[src/rtl/thermal_cnt_pkg.sv]
// Package: shared constants and the measurement state type for the
// differential thermal counter. Assumes a divider range of 2..16 and
// exactly two oscillator channels.
package thermal_cnt_pkg;
    localparam int DIV_FLOOR = 2;
    localparam int DIV_CEIL  = 16;
    localparam int NUM_OSC   = 2;

    typedef enum logic [1:0] {
        MS_IDLE   = 2'd0,
        MS_RUN    = 2'd1,
        MS_REPORT = 2'd2
    } meas_state_e;
endpackage

[src/rtl/osc_edge_counter.sv]
// osc_edge_counter: brings one asynchronous oscillator signal into the
// clock domain through two flops, detects rising edges and counts them
// while enabled. Assumes the oscillator is slower than half the clock.
module osc_edge_counter #(
    parameter int CNT_W = 18
) (
    input  logic             clk,
    input  logic             rst_n,
    input  logic             osc_in,
    input  logic             clr,
    input  logic             en,
    output logic [CNT_W-1:0] count
);
    logic meta_q;
    logic sync_q;
    logic prev_q;
    logic rise;

    // Two-flop synchronizer plus one delay flop for edge detection.
    always_ff @(posedge clk) begin
        if (!rst_n) begin
            meta_q <= 1'b0;
            sync_q <= 1'b0;
            prev_q <= 1'b0;
        end else begin
            meta_q <= osc_in;
            sync_q <= meta_q;
            prev_q <= sync_q;
        end
    end

    assign rise = sync_q & ~prev_q;

    // Edge counter: cleared at window open, advanced on edges while enabled.
    always_ff @(posedge clk) begin
        if (!rst_n) begin
            count <= '0;
        end else if (clr) begin
            count <= '0;
        end else if (en && rise) begin
            count <= count + 1'b1;
        end
    end


    single_rise_chk: assert property (@(posedge clk) disable iff (!rst_n)
        rise |=> !rise);


    count_hold_chk: assert property (@(posedge clk) disable iff (!rst_n)
        (!en && !clr) |=> $stable(count));
endmodule

[src/rtl/window_scaler.sv]
// window_scaler: converts the base window count (defined at divide-by-2)
// into the cycle count for the current divider: floor(2*base/div), with
// the divider clamped to 2..16 and a zero result raised to one.
// Purely combinational; the clock only serves the check.
module window_scaler
    import thermal_cnt_pkg::*;
#(
    parameter int CYC_W = 18,
    parameter int DIV_W = 5
) (
    input  logic             clk,
    input  logic             rst_n,
    input  logic [CYC_W-1:0] base_cycles,
    input  logic [DIV_W-1:0] div_sel,
    output logic [CYC_W:0]   eff_cycles
);
    localparam logic [DIV_W-1:0] D_LO = DIV_W'(DIV_FLOOR);
    localparam logic [DIV_W-1:0] D_HI = DIV_W'(DIV_CEIL);
    localparam int PAD_W = CYC_W + 1 - DIV_W;

    logic [DIV_W-1:0] div_c;
    logic [CYC_W:0]   num;
    logic [CYC_W:0]   quot;

    // Clamp the divider into its legal range.
    always_comb begin
        if (div_sel < D_LO)      div_c = D_LO;
        else if (div_sel > D_HI) div_c = D_HI;
        else                     div_c = div_sel;
    end

    assign num  = {base_cycles, 1'b0};
    assign quot = num / {{PAD_W{1'b0}}, div_c};

    // Never hand a zero-length window to the controller.
    assign eff_cycles = (quot == '0) ? {{CYC_W{1'b0}}, 1'b1} : quot;


    scale_range_chk: assert property (@(posedge clk) disable iff (!rst_n)
        (longint'(num) < longint'(div_c)) ? (eff_cycles == 1)
        : ((longint'(eff_cycles) * longint'(div_c) <= longint'(num)) &&
           (longint'(num) < (longint'(eff_cycles) + 1) * longint'(div_c))));
endmodule

[src/rtl/window_ctrl.sv]
// window_ctrl: sequences one measurement. It accepts a start only when
// idle, runs for the captured number of cycles with counting enabled, then
// spends one cycle in a report state. Assumes eff_cycles is never zero.
module window_ctrl
    import thermal_cnt_pkg::*;
#(
    parameter int CYC_W = 18
) (
    input  logic           clk,
    input  logic           rst_n,
    input  logic           start,
    input  logic [CYC_W:0] eff_cycles,
    output logic           cnt_clr,
    output logic           cnt_en,
    output logic           report
);
    meas_state_e    state;
    logic [CYC_W:0] remaining;

    // Window state machine with a down-counter of cycles left.
    always_ff @(posedge clk) begin
        if (!rst_n) begin
            state     <= MS_IDLE;
            remaining <= '0;
        end else begin
            case (state)
                MS_IDLE: begin
                    if (start) begin
                        remaining <= eff_cycles;
                        state     <= MS_RUN;
                    end
                end
                MS_RUN: begin
                    remaining <= remaining - 1'b1;
                    if (remaining == 1) state <= MS_REPORT;
                end
                MS_REPORT: state <= MS_IDLE;
                default:   state <= MS_IDLE;
            endcase
        end
    end

    assign cnt_clr = (state == MS_IDLE) && start;
    assign cnt_en  = (state == MS_RUN);
    assign report  = (state == MS_REPORT);


    start_ignored_chk: assert property (@(posedge clk) disable iff (!rst_n)
        (state == MS_RUN && remaining > 1 && start) |=>
        (state == MS_RUN && remaining == $past(remaining) - 1'b1));


    report_exit_chk: assert property (@(posedge clk) disable iff (!rst_n)
        (state == MS_REPORT) |=> (state == MS_IDLE));
endmodule

[src/rtl/thermal_ro_diff_counter.sv]
// thermal_ro_diff_counter: top level. It holds the base window register,
// rescales the window for the tile divider, counts both oscillators and
// reports their saturated difference with a one-cycle strobe.
// Assumes CYC_W + 1 > CV_W so saturation limits are representable.
module thermal_ro_diff_counter
    import thermal_cnt_pkg::*;
#(
    parameter int CYC_W    = 18,
    parameter int DIV_W    = 5,
    parameter int CV_W     = 16,
    parameter int BASE_RST = 400
) (
    input  logic             clk,
    input  logic             rst_n,
    input  logic             cfg_we,
    input  logic [CYC_W-1:0] cfg_base,
    input  logic [DIV_W-1:0] div_sel,
    input  logic             start,
    input  logic             osc_a,
    input  logic             osc_b,
    output logic [CV_W-1:0]  cv_out,
    output logic             cv_valid
);
    localparam int CNT_W = CYC_W;
    localparam logic signed [CNT_W:0] POS_LIM = (CNT_W+1)'((1 << (CV_W - 1)) - 1);
    localparam logic signed [CNT_W:0] NEG_LIM = -POS_LIM - 1;

    logic [CYC_W-1:0]  base_q;
    logic [CYC_W:0]    eff_cycles;
    logic              cnt_clr;
    logic              cnt_en;
    logic              report;
    logic [NUM_OSC-1:0] osc_vec;
    logic [CNT_W-1:0]  ch_count [NUM_OSC];
    logic signed [CNT_W:0] diff;
    logic [CV_W-1:0]   sat_val;

    // Base window register, written by software.
    always_ff @(posedge clk) begin
        if (!rst_n)      base_q <= CYC_W'(BASE_RST);
        else if (cfg_we) base_q <= cfg_base;
    end

    window_scaler #(.CYC_W(CYC_W), .DIV_W(DIV_W)) u_scaler (
        .clk         (clk),
        .rst_n       (rst_n),
        .base_cycles (base_q),
        .div_sel     (div_sel),
        .eff_cycles  (eff_cycles)
    );

    window_ctrl #(.CYC_W(CYC_W)) u_ctrl (
        .clk        (clk),
        .rst_n      (rst_n),
        .start      (start),
        .eff_cycles (eff_cycles),
        .cnt_clr    (cnt_clr),
        .cnt_en     (cnt_en),
        .report     (report)
    );

    assign osc_vec = {osc_b, osc_a};

    for (genvar g = 0; g < NUM_OSC; g++) begin : g_ch
        osc_edge_counter #(.CNT_W(CNT_W)) u_cnt (
            .clk    (clk),
            .rst_n  (rst_n),
            .osc_in (osc_vec[g]),
            .clr    (cnt_clr),
            .en     (cnt_en),
            .count  (ch_count[g])
        );
    end

    // Signed difference of the two channel counts, clipped to CV_W bits.
    always_comb begin
        diff = $signed({1'b0, ch_count[0]}) - $signed({1'b0, ch_count[1]});
        if (diff > POS_LIM)      sat_val = POS_LIM[CV_W-1:0];
        else if (diff < NEG_LIM) sat_val = NEG_LIM[CV_W-1:0];
        else                     sat_val = diff[CV_W-1:0];
    end

    // Result register and strobe, loaded in the report cycle.
    always_ff @(posedge clk) begin
        if (!rst_n) begin
            cv_out   <= '0;
            cv_valid <= 1'b0;
        end else begin
            cv_valid <= report;
            if (report) cv_out <= sat_val;
        end
    end


    valid_pulse_chk: assert property (@(posedge clk) disable iff (!rst_n)
        cv_valid |=> !cv_valid);


    result_hold_chk: assert property (@(posedge clk) disable iff (!rst_n)
        !cv_valid |-> $stable(cv_out));
endmodule

[config.mk]
export PLATFORM = sky130hd
export DESIGN_NAME = thermal_ro_diff_counter
export DESIGN_NICKNAME = d
export VERILOG_FILES = /design/src/rtl/thermal_cnt_pkg.sv /design/src/rtl/osc_edge_counter.sv /design/src/rtl/window_scaler.sv /design/src/rtl/window_ctrl.sv /design/src/rtl/thermal_ro_diff_counter.sv
export SDC_FILE = /design/constraint.sdc
export NUM_CORES = 1
export LEC_CHECK = 0
export BUFFER_PORTS_ARGS = -buffer_cell sky130_fd_sc_hd__buf_2
export CORE_ASPECT_RATIO = 1.2
export CORE_MARGIN = 4
export CORE_UTILIZATION = 62
export CTS_BUF_LIST = sky130_fd_sc_hd__clkbuf_4 sky130_fd_sc_hd__clkbuf_8 sky130_fd_sc_hd__clkbuf_16
export DETAILED_ROUTE_END_ITERATION = 12
export PLACE_DENSITY = 0.8
export REMOVE_ABC_BUFFERS = 1
export SETUP_SLACK_MARGIN = 0.05
export SYNTH_ARGS = -nofsm -noshare
export SYNTH_HDL_FRONTEND = slang
export SYNTH_SLANG_ARGS = --single-unit
[constraint.sdc]
create_clock -name clk -period 56.5 [get_ports clk]
set_input_delay 8.475 -clock clk [delete_from_list [all_inputs] [get_ports clk]]
set_output_delay 8.475 -clock clk [all_outputs]
set_load 0.05 [all_outputs]
; ---- Yosys cells after proc, flatten, opt, wreduce, memory -nomap -nowiden
; Index checks and enable logic that the tools add are counted.
[totals]
reg_bits = 98
input_bits = 29
out_inout_bits = 17
ramBits = 0
n_memories = 0
romBits = 0
latch_bits = 0
[classes]
mul = 0
bitwise_logic = 5
reduce_logical = 9
add_sub_neg = 4
eq_ne = 5
n_mux = 10
n_shift = 0
order_cmp = 4
div_mod_pow = 1
[ops]
columns = operator, n
row1 = $mux 19, 2
row2 = $pmux 19 s2, 1
row3 = $add 18x1->18 const B, 2
row4 = $mux 16, 2
row5 = $div 19x5->19, 1
row6 = $eq 19x1->1 const B, 1
row7 = $gt 19x16->1 const B, 1
row8 = $logic_not 19->1, 1
row9 = $lt 19x16->1 const B, 1
row10 = $sub 18x18->19, 1
row11 = $sub 19x1->19 const B, 1
row12 = $mux 5, 2
row13 = $gt 5x5->1 const B, 1
row14 = $lt 5x2->1 const B, 1
row15 = $mux 2, 2
row16 = $ne 2x2->1 const B, 2
row17 = $pmux 2 s2, 1
row18 = $reduce_and 2->1, 2
row19 = $logic_and 1x1->1, 3
row20 = $not 1->1, 3
row21 = $and 1x1->1, 2
row22 = $eq 2x1->1 const B, 1
row23 = $eq 2x2->1 const B, 1
row24 = $logic_not 2->1, 1
row25 = 2 further kinds, 2

; ---- Logic depth before layout (Yosys ltp)
; Gate-level depths: netlist of the first run.
[logic_depth]
ltp_word = 8
depth_mapped = 175
mapped_depth_nobuf = 169

; ---- By module
; From an unflattened synthesis of the first run, not the netlist that was laid out.
[unflattened]
cells_unflattened = 1664
area_unflattened_um2 = 12645.9
[modules_own_cells]
columns = module, cells_each, seq_area_each_um2, area_per_inst_um2, instances
row1 = window_scaler, 1034, 0.0, 7282.0, 1
row2 = thermal_ro_diff_counter, 274, 700.7, 2267.2, 1
row3 = osc_edge_counter, 100, 420.4, 915.9, 2
row4 = window_ctrl, 156, 420.4, 1265.0, 1

; ---- Worst setup path before layout of the first run
; Ideal clock, no wire load.
[synth_timing]
kind = input to register
from = in div_sel[4]
to = reg u_ctrl.remaining[0]
t_arrival_ns = 41.913
stages = 164
setup_slack_ns = 14.459
path_cell_list = buf_2 -> or3_1 -> o211ai_1 -> ha_1 -> or4b_1 -> a21oi_1 -> nor2_1 -> ha_1 -> o211a_1 -> o31ai_2 -> mux2_2 -> ha_1 -> o21a_1 -> nor2_1 -> nor3_2 -> mux2_2 -> ha_1 -> a21oi_1 -> (+128 left out) -> nor2b_1 -> o21ai_0 -> nand2b_1 -> a21o_1 -> a21oi_1 -> nand4_1 -> nor2_1 -> nand4_1 -> nor2_1 -> a21oi_1 -> ha_1 -> a21o_1 -> a21oi_1 -> nor2b_1 -> o21ai_0 -> nand4_1 -> a2111oi_2 -> a31oi_1
[synth_via]
elab_chain_cells = 8
word_cells_on_any_way = 9
classes_between = div (1) / order compare (2) / mux (5) / reduce/logical (1)
[synth_lines]
columns = element, line_no
row1 = start: declaration, thermal_ro_diff_counter.sv:17  ; input logic [DIV_W-1:0] div_sel,
row2 = $gt 5x5->1, window_scaler.sv:28  ; else if (div_sel > D_HI) div_c = D_HI;
row3 = $mux 5, window_scaler.sv:28
row4 = $mux 5 (*), window_scaler.sv:27  ; if (div_sel < D_LO) div_c = D_LO;
row5 = $div 19x5->19 (*), window_scaler.sv:33  ; assign quot = num / {{PAD_W{1'b0}}, div_c};
row6 = $logic_not 19->1, window_scaler.sv:36  ; assign eff_cycles = (quot == '0) ? {{CYC_W{1'b0}}, 1'b1} : quot;
row7 = $mux 19 (*), window_scaler.sv:36
row8 = $mux 19 (*), window_ctrl.sv:28  ; if (start) begin
row9 = $pmux 19 s2 (*), window_ctrl.sv:26  ; case (state)
row10 = end signal: assignment, window_ctrl.sv:29  ; remaining <= eff_cycles;
row11 = end signal: assignment, window_ctrl.sv:34  ; remaining <= remaining - 1'b1;
row12 = end: declaration, window_ctrl.sv:18  ; logic [CYC_W:0] remaining;
; Mark *: on every way between the ends. The rest lies on a longest branch, timed or not. The select of a mux whose other input is x is not followed.
; A chain may end at the register's enable or synchronous reset.

; ---- Final worst setup path of the first run
; Same ends and word-level chain as after synthesis.

==> metrics.cfg, run 1 <==
[outcome]
status=completed

[sta]
slew_headroom=0.373
setup_tns_ns=0
max_freq_ghz=0.0216
fin_skew_ns=0.0164
worst_pin_slew_ns=0.939
period_minus_slack_ns=46.26
rsz0062_at_grt=no
setup_viol=0
final_max_slew_viol_count=0
period_share=0.819
hold_viol=0

[clock_network]
h-tree-depth=3
post_cts_buffers=0
cts.reportedPaths.clkPinSlew_ns=0.08
post_cts_resized=0
cts_buffers=9
clk-insertion-delay-late_ns=0.37
postCtsHoldBufs=0
clockRootBuffer=clkbuf_16
cts.path.max_buffers=2
cts_sinks=98
cts_tree=yes

[global_route]
grt_overflow_total=0
grt_start_max_net_pins=63
antenna_found_initial=0
grt_pass1_wl_mm=56.1
grt_use_total=0.310
grt_pass1_vias=11800

[worst_setup_path]
reg2reg_setup_slack_ns=19.10
crit_path_start=div_sel[4]
regToRegEndpoint=u_ctrl.remaining[0]
cpMostUsedCell=o21a_1
path_class=input pin to register
rr_startpoint=base_q[17]
cp_max_fo=19
cp-endpoint=u_ctrl.remaining[0]
slowest_delay_ns=0.70
required_ns=56.74
r2r_cells=157
crit_path_end_kind=register
start_kind=input pin
arrival_ns=46.51
critPathSlowestCell=inv_1

[layout]
final_common_cell=nor2_1
final_cell_mix=169 x nor2_1, 119 x nand2_1, 106 x ha_1, 103 x a21oi_1, 98 x dfxtp_1
num-nets-final=1714
area_delta_synth_final_pct=5.71
drive_above_1_share=0.105
diodes=0

[floorplanning]
rows=55
io_pins=46
die_y_um=160
initial_core_util=0.630
die_w_um=134
core_area_um2=18900
die_area_um2=21500

[synthesis]
syn_inst=1568
synth_top_area_cell=dfxtp_1
synthFlopType=dfxtp_1
ys_seq_elements=98
syn_area_per_cell_um2=7.58
synthDistinctLibCells=113
async_reset_ff_frac=0
synthTopCellsByArea=dfxtp_1 17%, ha_1 11%, nor2_1 5.3%
yosysTopAreaCellShare=0.165
yosysWarnings=0
synth_seq_area_share=0.165
synth_area_um2=11900
synth-edff-count=0

[detailed_routing]
ant_nets=0
drt-vias-per-instance=6.55
drt-total-wl_mm=33.5
routedWlPerCell_um=18.2
dr_total_vias=12100
drc=0
drtIter0Drc=908
firstDrtPassIters=7

[place]
port-buffer-count=45
dp_hpwl_mm=25.9
gp_congestion=0.999

[run]
drv_cap=0

[min_path]
hold_class=register to register

==> routing by layer <==
layer,vias up,track usage,part of all wire
li1,5885,-,-
met1,5687,0.379,0.42
met2,402,0.553,0.49
met3,80,0.0359,0.050
met4,0,0.116,0.033
met5,-,0,0
==> metrics by stage <==
stage          setup slack (ns)  cell area (um2)   util  hold WS, ns  std cells
2_1_floorplan             14.62            11600      -        0.412       1514
3_3_place_gp              11.65            12300  0.650        0.416       1823
3_5_place_dp              10.61            12300  0.650        0.430       1823
4_1_cts                   10.83            12600  0.666        0.450       1839
5_1_grt                    7.13            12600  0.666        0.453       1839
6_report                  10.24            12600  0.666        0.446       1839
==> how the worst min path moves through the flow <==
stage	from	endpoint	cells past startpoint
CTS	g_ch[0].u_cnt.meta_q	g_ch[0].u_cnt.sync_q	1
finish	g_ch[0].u_cnt.meta_q	g_ch[0].u_cnt.sync_q	1
global route	g_ch[0].u_cnt.meta_q	g_ch[0].u_cnt.sync_q	1
floorplan	g_ch[0].u_cnt.meta_q	g_ch[0].u_cnt.sync_q	1
global placement	g_ch[0].u_cnt.meta_q	g_ch[0].u_cnt.sync_q	1
detailed placement	g_ch[0].u_cnt.meta_q	g_ch[0].u_cnt.sync_q	1
==> flip-flops by register name (all words and copies together), names as in the netlist <==
signal and count:
base_q 18, cv_out 16, cv_valid 1, g_ch.u_cnt.count 36, g_ch.u_cnt.meta_q 2, g_ch.u_cnt.prev_q 2, g_ch.u_cnt.sync_q 2, u_ctrl.remaining 19
u_ctrl.state 2
==> cell usage after synthesis, drive strengths merged (21+ instances only) <==
library cell and number:
a21o 41, nand4 21, or3 25, xnor2 49, o21a 53, a21oi 108
nand2b 21, xor2 38, inv 44, mux2i 36, nand3 32, mux2 23
and2 31, nor3 72, clkbuf 41, nand2 121, nor2 173, nor2b 42
dfxtp 98, o31ai 22, ha 106, o211ai 24, o21ai 91
==> worst max-delay path, delay by kind of cell <==
| kind | cells | cell delay (ns) |
|---|---|---|
| compound gates | 81 | 16.77 |
| buf+inv | 4 | 1.27 |
| mux | 5 | 1.91 |
| simple gates | 52 | 12.39 |
| fa+ha+maj | 18 | 5.58 |
==> logic make-up (layout without fill, tap and decap cells) <==
group	count (synthesis)	after routing	synth area share
fa+ha+maj	108	108	0.114
xor+xnor	87	87	0.0647
compound gates	485	485	0.288
flops	98	98	0.165
simple gates	633	633	0.280
buf+inv	98	113	0.0339
mux	59	59	0.0537
==> cell type report <==
type | instances | area, um2
clock buffer | 9 | 225
clock inverter | 7 | 81.3
fill | 1703 | 6290
inverter | 44 | 165
multi-input combinational | 1372 | 9530
sequential | 98 | 1960
tap | 256 | 320
timing repair buffer | 53 | 285
Power of run 1 is not shown: default switching activity piles up to over one toggle a cycle in this logic, so the estimate is an artifact.
==> run 2, diff against run 1 <==
clock period = 44.5 ns   (was 56.5 ns; I/O delays follow)
==> metrics.cfg, run 2 (synthesis gave the netlist of run 1 again) <==
[outcome]
status=completed

[clock_network]
clk-insertion-delay-late_ns=0.37
h-tree-depth=3
cts_buffers=9
cts.reportedPaths.clkPinSlew_ns=0.08
clockRootBuffer=clkbuf_16
cts_sinks=98
cts_tree=yes
cts.path.max_buffers=2

[global_route]
grt_start_max_net_pins=63
grt_pass1_vias=11300
grt_use_total=0.296
grt_pass1_wl_mm=53.6
antenna_found_initial=0
grt.busiest_layer=met2
met2_usage=0.515
met1_usage=0.372
met3_usage=0.0378
grt_overflow_total=0

[layout]
diodes=0
final_area_um2=12800
regMostFlops=g_ch.u_cnt.count
drive_above_1_share=0.117
fill_cells=1669
final_cell_mix=165 x nor2_1, 119 x nand2_1, 106 x ha_1, 103 x a21oi_1, 98 x dfxtp_1
num-nets-final=1723
area_delta_synth_final_pct=7.36
reg_top3=g_ch.u_cnt.count: 36 flops, u_ctrl.remaining: 19 flops, base_q: 18 flops
largest_reg_flops=36
final_common_cell=nor2_1

[detailed_routing]
firstDrtPassIters=5
dr_total_vias=12000
ant_nets=0
routedWlPerCell_um=17.8
drc=0
drt-total-wl_mm=33.0
drt-vias-per-instance=6.50
drtIter0Drc=961

[sta]
slew_headroom=0.410
hold_viol=0
final_max_slew_viol_count=0
timing.final.ws_setup_ns=2.84
fin_skew_ns=0.0161
max_freq_ghz=0.0240
period_share=0.936
setup_viol=0
period_minus_slack_ns=41.66
worst_pin_slew_ns=0.871

[worst_setup_path]
start_kind=input pin
crit_path_end_kind=register
path_class=input pin to register
arrival_ns=41.91
critPathSlowestCell=or4_1
rr_startpoint=base_q[17]
cp_max_fo=13
required_ns=44.74
cpMostUsedCell=o21a_1
crit_path_start=div_sel[4]
slowest_delay_ns=0.54

[floorplanning]
rows=55
core_area_um2=18900
die_y_um=160
io_pins=46
die_area_um2=21500
die_w_um=134
initial_core_util=0.630

[run]
drv_cap=0

[min_path]
hold_class=register to register
min-delay-start=g_ch[1].u_cnt.meta_q

[place]
gp_congestion=0.985
place_ws_ns=0.653
dpl_cell_area_um2=12300
port-buffer-count=45
dp_hpwl_mm=25.3

## run 2: cell types whose count changed in the layout (fill, tap and decap cells not counted), moves of 2 or more
cell	before	now
nor2_1	169	165
nor4_2	6	4
a211oi_4	0	2
buf_4	8	17
nor2_4	1	3
a211oi_2	4	2
nor2_2	3	5
nor4_4	0	2
clkinvlp_4	0	2
nor3_4	1	3
## run 2: path summary, 6_finish.rpt
| path | end | slack [ns] | depth (start not counted) |
|---|---|---|---|
| max | u_ctrl.remaining[0] | 2.84 | 160 |
| min | g_ch[1].u_cnt.sync_q | 0.44 | 1 |
| max reg2reg | u_ctrl.remaining[0] | 9.56 | 157 |
| min reg2reg | g_ch[1].u_cnt.sync_q | 0.44 | 1 |
## run 2: metrics by stage
stage	instances	utilization	hold slack (ns)	setup TNS, ns
final	1848	0.677	0.439	0
after global routing	1848	0.677	0.463	-0.0893
after CTS	1840	0.667	0.440	0
after detailed placement	1824	0.650	0.420	0
after global placement	1824	0.650	0.421	0
after floorplan	1514	-	0.412	0
## run 2: what timing repair did
| action | CTS | global route |
|---|---|---|
| setup buffers | 0 | 8 |
| setup endpoints to repair | 0 | 2 |
| hold buffers | 0 | 0 |
| resized for setup | 0 | 23 |
## run 2: critical path, delay by kind of cell
| kind | cells | cell delay, ns |
|---|---|---|
| adders and majority gates | 18 | 5.48 |
| buffers and inverters | 4 | 0.73 |
| and+or+nand+nor | 53 | 11.03 |
| AOI/OAI and AO/OA | 79 | 15.79 |
| muxes | 6 | 2.19 |
## run 2: area by class of cell
cell class              instances  area (um2)  area share
repair buffers                 62         353      0.0276
inverters                      44         169      0.0132
multi-input cells            1372        9650       0.756
clock buffers                   9         225      0.0176
well taps                     256         320      0.0251
flip-flops and latches         98        1960       0.154
clock inverters                 7        82.6     0.00647
## run 2: metal layers
layer,up-vias,part of all wire
li1,5891,-
met1,5657,0.43
met2,400,0.49
met3,66,0.052
met4,0,0.028
met5,-,0
Power of run 2 is left out for the same reason.
